===== config.mk =====
export PLATFORM = sky130hd
export DESIGN_NAME = bootpkt_responder
export DESIGN_NICKNAME = d
export VERILOG_FILES = /design/src/rtl/bootpkt_pkg.sv /design/src/rtl/pkt_framer.sv /design/src/rtl/cmd_engine.sv /design/src/rtl/reply_tx.sv /design/src/rtl/bootpkt_responder.sv
export SDC_FILE = /design/constraint.sdc
export NUM_CORES = 1
export LEC_CHECK = 0
export BUFFER_PORTS_ARGS = -buffer_cell sky130_fd_sc_hd__buf_2
export CORE_UTILIZATION = 63
export DETAILED_ROUTE_END_ITERATION = 8
export PLACE_DENSITY_LB_ADDON = 0.12
export SETUP_SLACK_MARGIN = 0.5
export SYNTH_ARGS = -nofsm -noshare
export SYNTH_HDL_FRONTEND = slang
export SYNTH_HIERARCHICAL = 1
export SYNTH_SLANG_ARGS = --single-unit
export TNS_END_PERCENT = 100

===== constraint.sdc =====
create_clock -name clk -period 4.25 [get_ports clk]
set_input_delay 0.425 -clock clk [delete_from_list [all_inputs] [get_ports clk]]
set_output_delay 0.425 -clock clk [all_outputs]
set_load 0.01 [all_outputs]

===== src/rtl/bootpkt_pkg.sv =====
package bootpkt_pkg;
  localparam logic [7:0] CMD_PING = 8'h20;
  localparam logic [7:0] CMD_DNLD = 8'h21;
  localparam logic [7:0] CMD_STAT = 8'h23;
  localparam logic [7:0] CMD_DATA = 8'h24;

  localparam logic [7:0] ST_OK     = 8'h40;
  localparam logic [7:0] ST_UNK    = 8'h41;
  localparam logic [7:0] ST_BADCMD = 8'h42;
  localparam logic [7:0] ST_BADADR = 8'h43;

  localparam logic [7:0] REP_LEAD = 8'h00;
  localparam logic [7:0] REP_ACK  = 8'hCC;
  localparam logic [7:0] REP_NAK  = 8'h33;

  typedef enum logic [1:0] {FR_SIZE, FR_CKS, FR_PAY} fr_state_t;

  typedef struct packed {
    logic       ack;
    logic       with_st;
    logic [7:0] st;
  } reply_t;
endpackage


===== src/rtl/pkt_framer.sv =====
module pkt_framer
  import bootpkt_pkg::*;
(
  input  logic       clk,
  input  logic       rst,
  input  logic       rx_valid,
  input  logic [7:0] rx_data,
  output logic       pay_stb,
  output logic [7:0] pay_idx,
  output logic       pay_last,
  output logic [7:0] pkt_size,
  output logic       pkt_end,
  output logic       pkt_good
);
  fr_state_t  state_q;
  logic [7:0] size_q, cks_q, sum_q, idx_q;
  logic       runt;

  always_comb begin
    pay_stb  = rx_valid && (state_q == FR_PAY);
    pay_idx  = idx_q;
    pkt_size = size_q;
    pay_last = pay_stb && (idx_q == size_q - 8'd3);
    runt     = rx_valid && (state_q == FR_SIZE) && (rx_data < 8'd3);
    pkt_end  = pay_last || runt;
    pkt_good = pay_last && (8'(sum_q + rx_data) == cks_q);
  end

  always_ff @(posedge clk) begin
    if (rst) begin
      state_q <= FR_SIZE;
      size_q  <= 8'd0;
      cks_q   <= 8'd0;
      sum_q   <= 8'd0;
      idx_q   <= 8'd0;
    end else if (rx_valid) begin
      case (state_q)
        FR_SIZE: if (!runt) begin
          size_q  <= rx_data;
          state_q <= FR_CKS;
        end
        FR_CKS: begin
          cks_q   <= rx_data;
          sum_q   <= 8'd0;
          idx_q   <= 8'd0;
          state_q <= FR_PAY;
        end
        default: begin
          sum_q <= sum_q + rx_data;
          idx_q <= idx_q + 8'd1;
          if (pay_last) state_q <= FR_SIZE;
        end
      endcase
    end
  end
endmodule


===== src/rtl/cmd_engine.sv =====
module cmd_engine
  import bootpkt_pkg::*;
#(
  parameter int ADDR_W    = 32,
  parameter int MEM_BYTES = 1024
) (
  input  logic              clk,
  input  logic              rst,
  input  logic [7:0]        rx_data,
  input  logic              pay_stb,
  input  logic [7:0]        pay_idx,
  input  logic [7:0]        pkt_size,
  input  logic              pkt_end,
  input  logic              pkt_good,
  output logic              rep_stb,
  output reply_t            rep,
  output logic              wr_en,
  output logic [ADDR_W-1:0] wr_addr,
  output logic [7:0]        wr_data,
  output logic              armed
);
  localparam int LEN_W = 32;
  localparam int ARG_W = 2 * LEN_W;

  logic [7:0]        cmd_q, status_q, cur_cmd, n_data, off;
  logic [ARG_W-1:0]  arg_q, full_arg;
  logic              data_ok_q, data_ok_now, data_ok, armed_q;
  logic [ADDR_W-1:0] next_q;
  logic [LEN_W-1:0]  left_q, dl_a, dl_l;
  logic              fits, aligned;
  logic              st_upd, do_arm, do_disarm, do_adv;
  logic [7:0]        st_new;

  always_comb begin
    cur_cmd     = (pay_idx == 8'd0) ? rx_data : cmd_q;
    full_arg    = {arg_q[ARG_W-9:0], rx_data};
    dl_a        = full_arg[ARG_W-1:LEN_W];
    dl_l        = full_arg[LEN_W-1:0];
    aligned     = (dl_a[1:0] == 2'b00);
    fits        = ({1'b0, dl_a} + {1'b0, dl_l}) <= (LEN_W+1)'(MEM_BYTES);
    n_data      = pkt_size - 8'd3;
    off         = pay_idx - 8'd1;
    data_ok_now = (rx_data == CMD_DATA) && armed_q && (pkt_size >= 8'd4)
                  && (LEN_W'(n_data) <= left_q);
    data_ok     = (pay_idx == 8'd0) ? data_ok_now : data_ok_q;

    rep       = '{ack: 1'b0, with_st: 1'b0, st: status_q};
    st_upd    = 1'b0;
    st_new    = status_q;
    do_arm    = 1'b0;
    do_disarm = 1'b0;
    do_adv    = 1'b0;
    if (pkt_good) begin
      st_upd = 1'b1;
      case (cur_cmd)
        CMD_PING: begin
          rep.ack = (pkt_size == 8'd3);
          st_new  = rep.ack ? ST_OK : ST_BADCMD;
        end
        CMD_STAT: begin
          rep.ack     = (pkt_size == 8'd3);
          rep.with_st = rep.ack;
          st_upd      = !rep.ack;
          st_new      = ST_BADCMD;
        end
        CMD_DNLD: begin
          if (pkt_size != 8'd11) begin
            st_new = ST_BADCMD;
          end else if (aligned && fits) begin
            rep.ack = 1'b1;
            st_new  = ST_OK;
            do_arm  = 1'b1;
          end else begin
            st_new    = ST_BADADR;
            do_disarm = 1'b1;
          end
        end
        CMD_DATA: begin
          rep.ack = data_ok;
          do_adv  = data_ok;
          st_new  = data_ok ? ST_OK : ST_BADCMD;
        end
        default: st_new = ST_UNK;
      endcase
    end
    rep_stb = pkt_end;
    armed   = armed_q;
  end

  always_ff @(posedge clk) begin
    if (rst) begin
      cmd_q     <= 8'd0;
      arg_q     <= '0;
      data_ok_q <= 1'b0;
      armed_q   <= 1'b0;
      next_q    <= '0;
      left_q    <= '0;
      status_q  <= ST_OK;
      wr_en     <= 1'b0;
      wr_addr   <= '0;
      wr_data   <= 8'd0;
    end else begin
      wr_en <= 1'b0;
      if (pay_stb) begin
        if (pay_idx == 8'd0) begin
          cmd_q     <= rx_data;
          data_ok_q <= data_ok_now;
        end else begin
          arg_q <= full_arg;
          if (cmd_q == CMD_DATA && data_ok_q) begin
            wr_en   <= 1'b1;
            wr_addr <= next_q + ADDR_W'(off);
            wr_data <= rx_data;
          end
        end
      end
      if (st_upd) status_q <= st_new;
      if (do_arm) begin
        armed_q <= 1'b1;
        next_q  <= dl_a[ADDR_W-1:0];
        left_q  <= dl_l;
      end
      if (do_disarm) armed_q <= 1'b0;
      if (do_adv) begin
        next_q <= next_q + ADDR_W'(n_data);
        left_q <= left_q - LEN_W'(n_data);
      end
    end
  end
endmodule


===== src/rtl/reply_tx.sv =====
module reply_tx
  import bootpkt_pkg::*;
(
  input  logic       clk,
  input  logic       rst,
  input  logic       rep_stb,
  input  reply_t     rep,
  input  logic       tx_rd,
  output logic [7:0] tx_data,
  output logic       pending
);
  logic [1:0] len_q, idx_q;
  logic [7:0] b1_q, b2_q, cur;

  always_comb begin
    pending = (idx_q < len_q);
    case (idx_q)
      2'd0:    cur = REP_LEAD;
      2'd1:    cur = b1_q;
      default: cur = b2_q;
    endcase
  end

  always_ff @(posedge clk) begin
    if (rst) begin
      len_q   <= 2'd0;
      idx_q   <= 2'd0;
      b1_q    <= 8'd0;
      b2_q    <= 8'd0;
      tx_data <= 8'd0;
    end else begin
      if (tx_rd) begin
        tx_data <= pending ? cur : 8'h00;
        if (pending) idx_q <= idx_q + 2'd1;
      end
      if (rep_stb) begin
        len_q <= rep.with_st ? 2'd3 : 2'd2;
        idx_q <= 2'd0;
        b1_q  <= rep.ack ? REP_ACK : REP_NAK;
        b2_q  <= rep.st;
      end
    end
  end
endmodule


===== src/rtl/bootpkt_responder.sv =====
module bootpkt_responder
  import bootpkt_pkg::*;
#(
  parameter int ADDR_W    = 32,
  parameter int MEM_BYTES = 1024
) (
  input  logic              clk,
  input  logic              rst,
  input  logic              rx_valid,
  input  logic [7:0]        rx_data,
  input  logic              tx_rd,
  output logic [7:0]        tx_data,
  output logic              wr_en,
  output logic [ADDR_W-1:0] wr_addr,
  output logic [7:0]        wr_data
);
  logic       pay_stb, pay_last, pkt_end, pkt_good, rep_stb, armed, rep_pending;
  logic [7:0] pay_idx, pkt_size;
  reply_t     rep;

  pkt_framer u_framer (
    .clk(clk), .rst(rst), .rx_valid(rx_valid), .rx_data(rx_data),
    .pay_stb(pay_stb), .pay_idx(pay_idx), .pay_last(pay_last),
    .pkt_size(pkt_size), .pkt_end(pkt_end), .pkt_good(pkt_good)
  );

  cmd_engine #(.ADDR_W(ADDR_W), .MEM_BYTES(MEM_BYTES)) u_engine (
    .clk(clk), .rst(rst), .rx_data(rx_data), .pay_stb(pay_stb),
    .pay_idx(pay_idx), .pkt_size(pkt_size), .pkt_end(pkt_end),
    .pkt_good(pkt_good), .rep_stb(rep_stb), .rep(rep), .wr_en(wr_en),
    .wr_addr(wr_addr), .wr_data(wr_data), .armed(armed)
  );

  reply_tx u_reply (
    .clk(clk), .rst(rst), .rep_stb(rep_stb), .rep(rep), .tx_rd(tx_rd),
    .tx_data(tx_data), .pending(rep_pending)
  );
endmodule


==> metrics <==
wire length per cell=20.7 microns; Highest Signal Layer=met4; largest net degree at the start of global routing=134; Reg area=4610 sq um; post-route cell area=17,700 sq um; Post-DRT Antenna Nets=0; DRT Pass-1 Iters=8; Leak=6.92 nW; Initial DRC Count=1,851; crit path max fanout=4; switching share of power=25.1%; CTS buffer count=24; PwrDens=262 nW/um^2; status=completed; DIE WIDTH=155 microns; final setup skew=0.0276 ns; Met3 Wirelength=4250 microns; Slew HR=37.5%; wire length on met2=21,200 microns; GPL Wtd Cong=1.00; TritonCTS Sinks=229; Worst Hold Class=in2reg; CP required=4.71 ns; total power=4.62 mW; syn avg cell area=7.95 sq um; NetSw=1.16 mW; crit path kind=reg2reg; hold depth=3; initial antenna violation count=0; Post-Route WL=47,200 microns; Fill cells=1,645; worst path arrival time=4.38 ns; Post-DP HPWL=32,400 microns; CP endpoint kind=flop; clock tree from TritonCTS=built; Nets=2,040; Hold WS=0.235 ns; Gate Count Post-Synth=1,861; Vias/cell=6.55; Post-Layout Cell Count=2,278; final design utilization=77.3%; number of top-level pins=61; part of the power in registers=47.2%; CORE AREA=22,800 sq um; max cap viols=0; die area=24,100 sq um; Int Power=3.46 mW; global-route wire length before repair=72,400 microns; fmax=255 MHz; Final setup viols=0; Initial Utilization=64.8%; VDD IR max=0.358 mV; worst-margin pin slew=0.928 ns; clock share of power=43.0%; vias in the first global route=13.6k; area of the multi-input gates=10,400 sq um; Max Slew Vio Count=0; unrepaired setup endpoints after global routing=yes; remaining global-route overflow=0; area delta synth->final=19.4%; CP Launch Type=flop; Final WS setup=0.327 ns; Final Cycle Share=92.3%; DP Worst Slack=0.0921 ns; Tmin final=3.92 ns; CTS clk-pin slew, worst paths=0.06 ns; worst-case clock buffer depth=3; port bufs=60; worst skew pair latency=0.53 ns; clock root buffer=clkbuf_16; Cell Count Post-Placement=2,200; setup tns final=0 ns; n_diodes=0; number of placement rows=55; post-route DRC violation count=0; Final Hold Fails=0; GRT Util Overall=37.5%; synthesized area=14,800 sq um; via count=14.9k; Placed Area=15,600 sq um; Ys Warns=6; share of cells above drive strength 1=21.0%; chip height=155 microns; cts-stage hold buffer count=0; R2R depth=11; wl on met1=20,100 microns; H-tree level count=1; Comb power frac=9.8%
worst max-delay path, stage by stage, from the launching register on:
cell	delay, ns
dfxtp_2	0.32
or4_4	0.54
or3_1	0.39
a2111o_1	0.48
or4_4	0.45
nor4_4	0.25
buf_6	0.18
nand2_4	0.05
a311oi_4	0.34
nand3_2	0.18
or4_1	0.55
a21oi_1	0.13
power groups by stage:
stage | clock, mW | combinational [mW] | sequential, mW
after detailed placement | 0 | 0.410 | 2.22
after global routing | 2.07 | 0.492 | 2.18
after floorplan | 0 | 0.300 | 2.22
after global placement | 0 | 0.398 | 2.22
after CTS | 2.00 | 0.423 | 2.18
final | 1.99 | 0.455 | 2.18
worst paths after layout:
| check | from | end | slack [ns] |
|---|---|---|---|
| worst min register to register | u_engine/wr_addr[1] | u_engine/wr_addr[1] | 0.45 |
| worst min-delay path | rx_data[2] | u_engine/wr_data[2] | 0.23 |
| worst max-delay path | u_framer/pkt_size[5] | u_engine/next_q[30] | 0.33 |
| worst max register to register | u_framer/pkt_size[5] | u_engine/next_q[30] | 0.33 |
state kept, by name, indices dropped and copies added (netlist names), 8 cells and up:
register and flops:
u_engine/arg_q 56, u_engine/cmd_q 8, u_engine/next_q 32, u_reply/tx_data 8, u_engine/left_q 32, u_engine/wr_addr 32
u_framer/pay_idx 8, u_reply/b2_q 8, u_framer/pkt_size 8, u_engine/wr_data 8, u_framer/cks_q 8, u_framer/sum_q 8
layer usage:
metal / track usage [%] / up-vias
met2: 59.8 / 801
met3: 5.26 / 142
met1: 52.4 / 7062
met4: 11.9 / 0
met5: 0 / -
li1: - / 6925
what timing repair did:
item | in CTS | in global routing
pin swaps | 14 | 63
endpoints found under the hold margin | 0 | 0
resized for setup | 79 | 129
gates cloned | 2 | 2
buffers inserted | 6 | 28
setup endpoints to repair | 68 | 99
cells in the final DEF (no fill, tap or decap), drive strengths merged, types with 36 or more instances in the layout:
cell    count
nand2     248
dfxtp     229
a21oi     211
buf       173
nor2      149
ha         72
inv        66
o21ai      65
xnor2      56
nor3       55
mux2i      50
a211oi     47
nand3      46
xor2       42
clkbuf     36
layout make-up:
| class | instances | share of cell area (%) |
|---|---|---|
| clock buffers | 35 | 3.92 |
| repair buffers | 175 | 7.46 |
| well taps | 313 | 2.22 |
| multi-input cells | 1455 | 58.7 |
| flip-flops and latches | 229 | 26.1 |
| clock inverters | 5 | 0.234 |
| inverters | 66 | 1.40 |
Power figures use the tool's default switching activity.
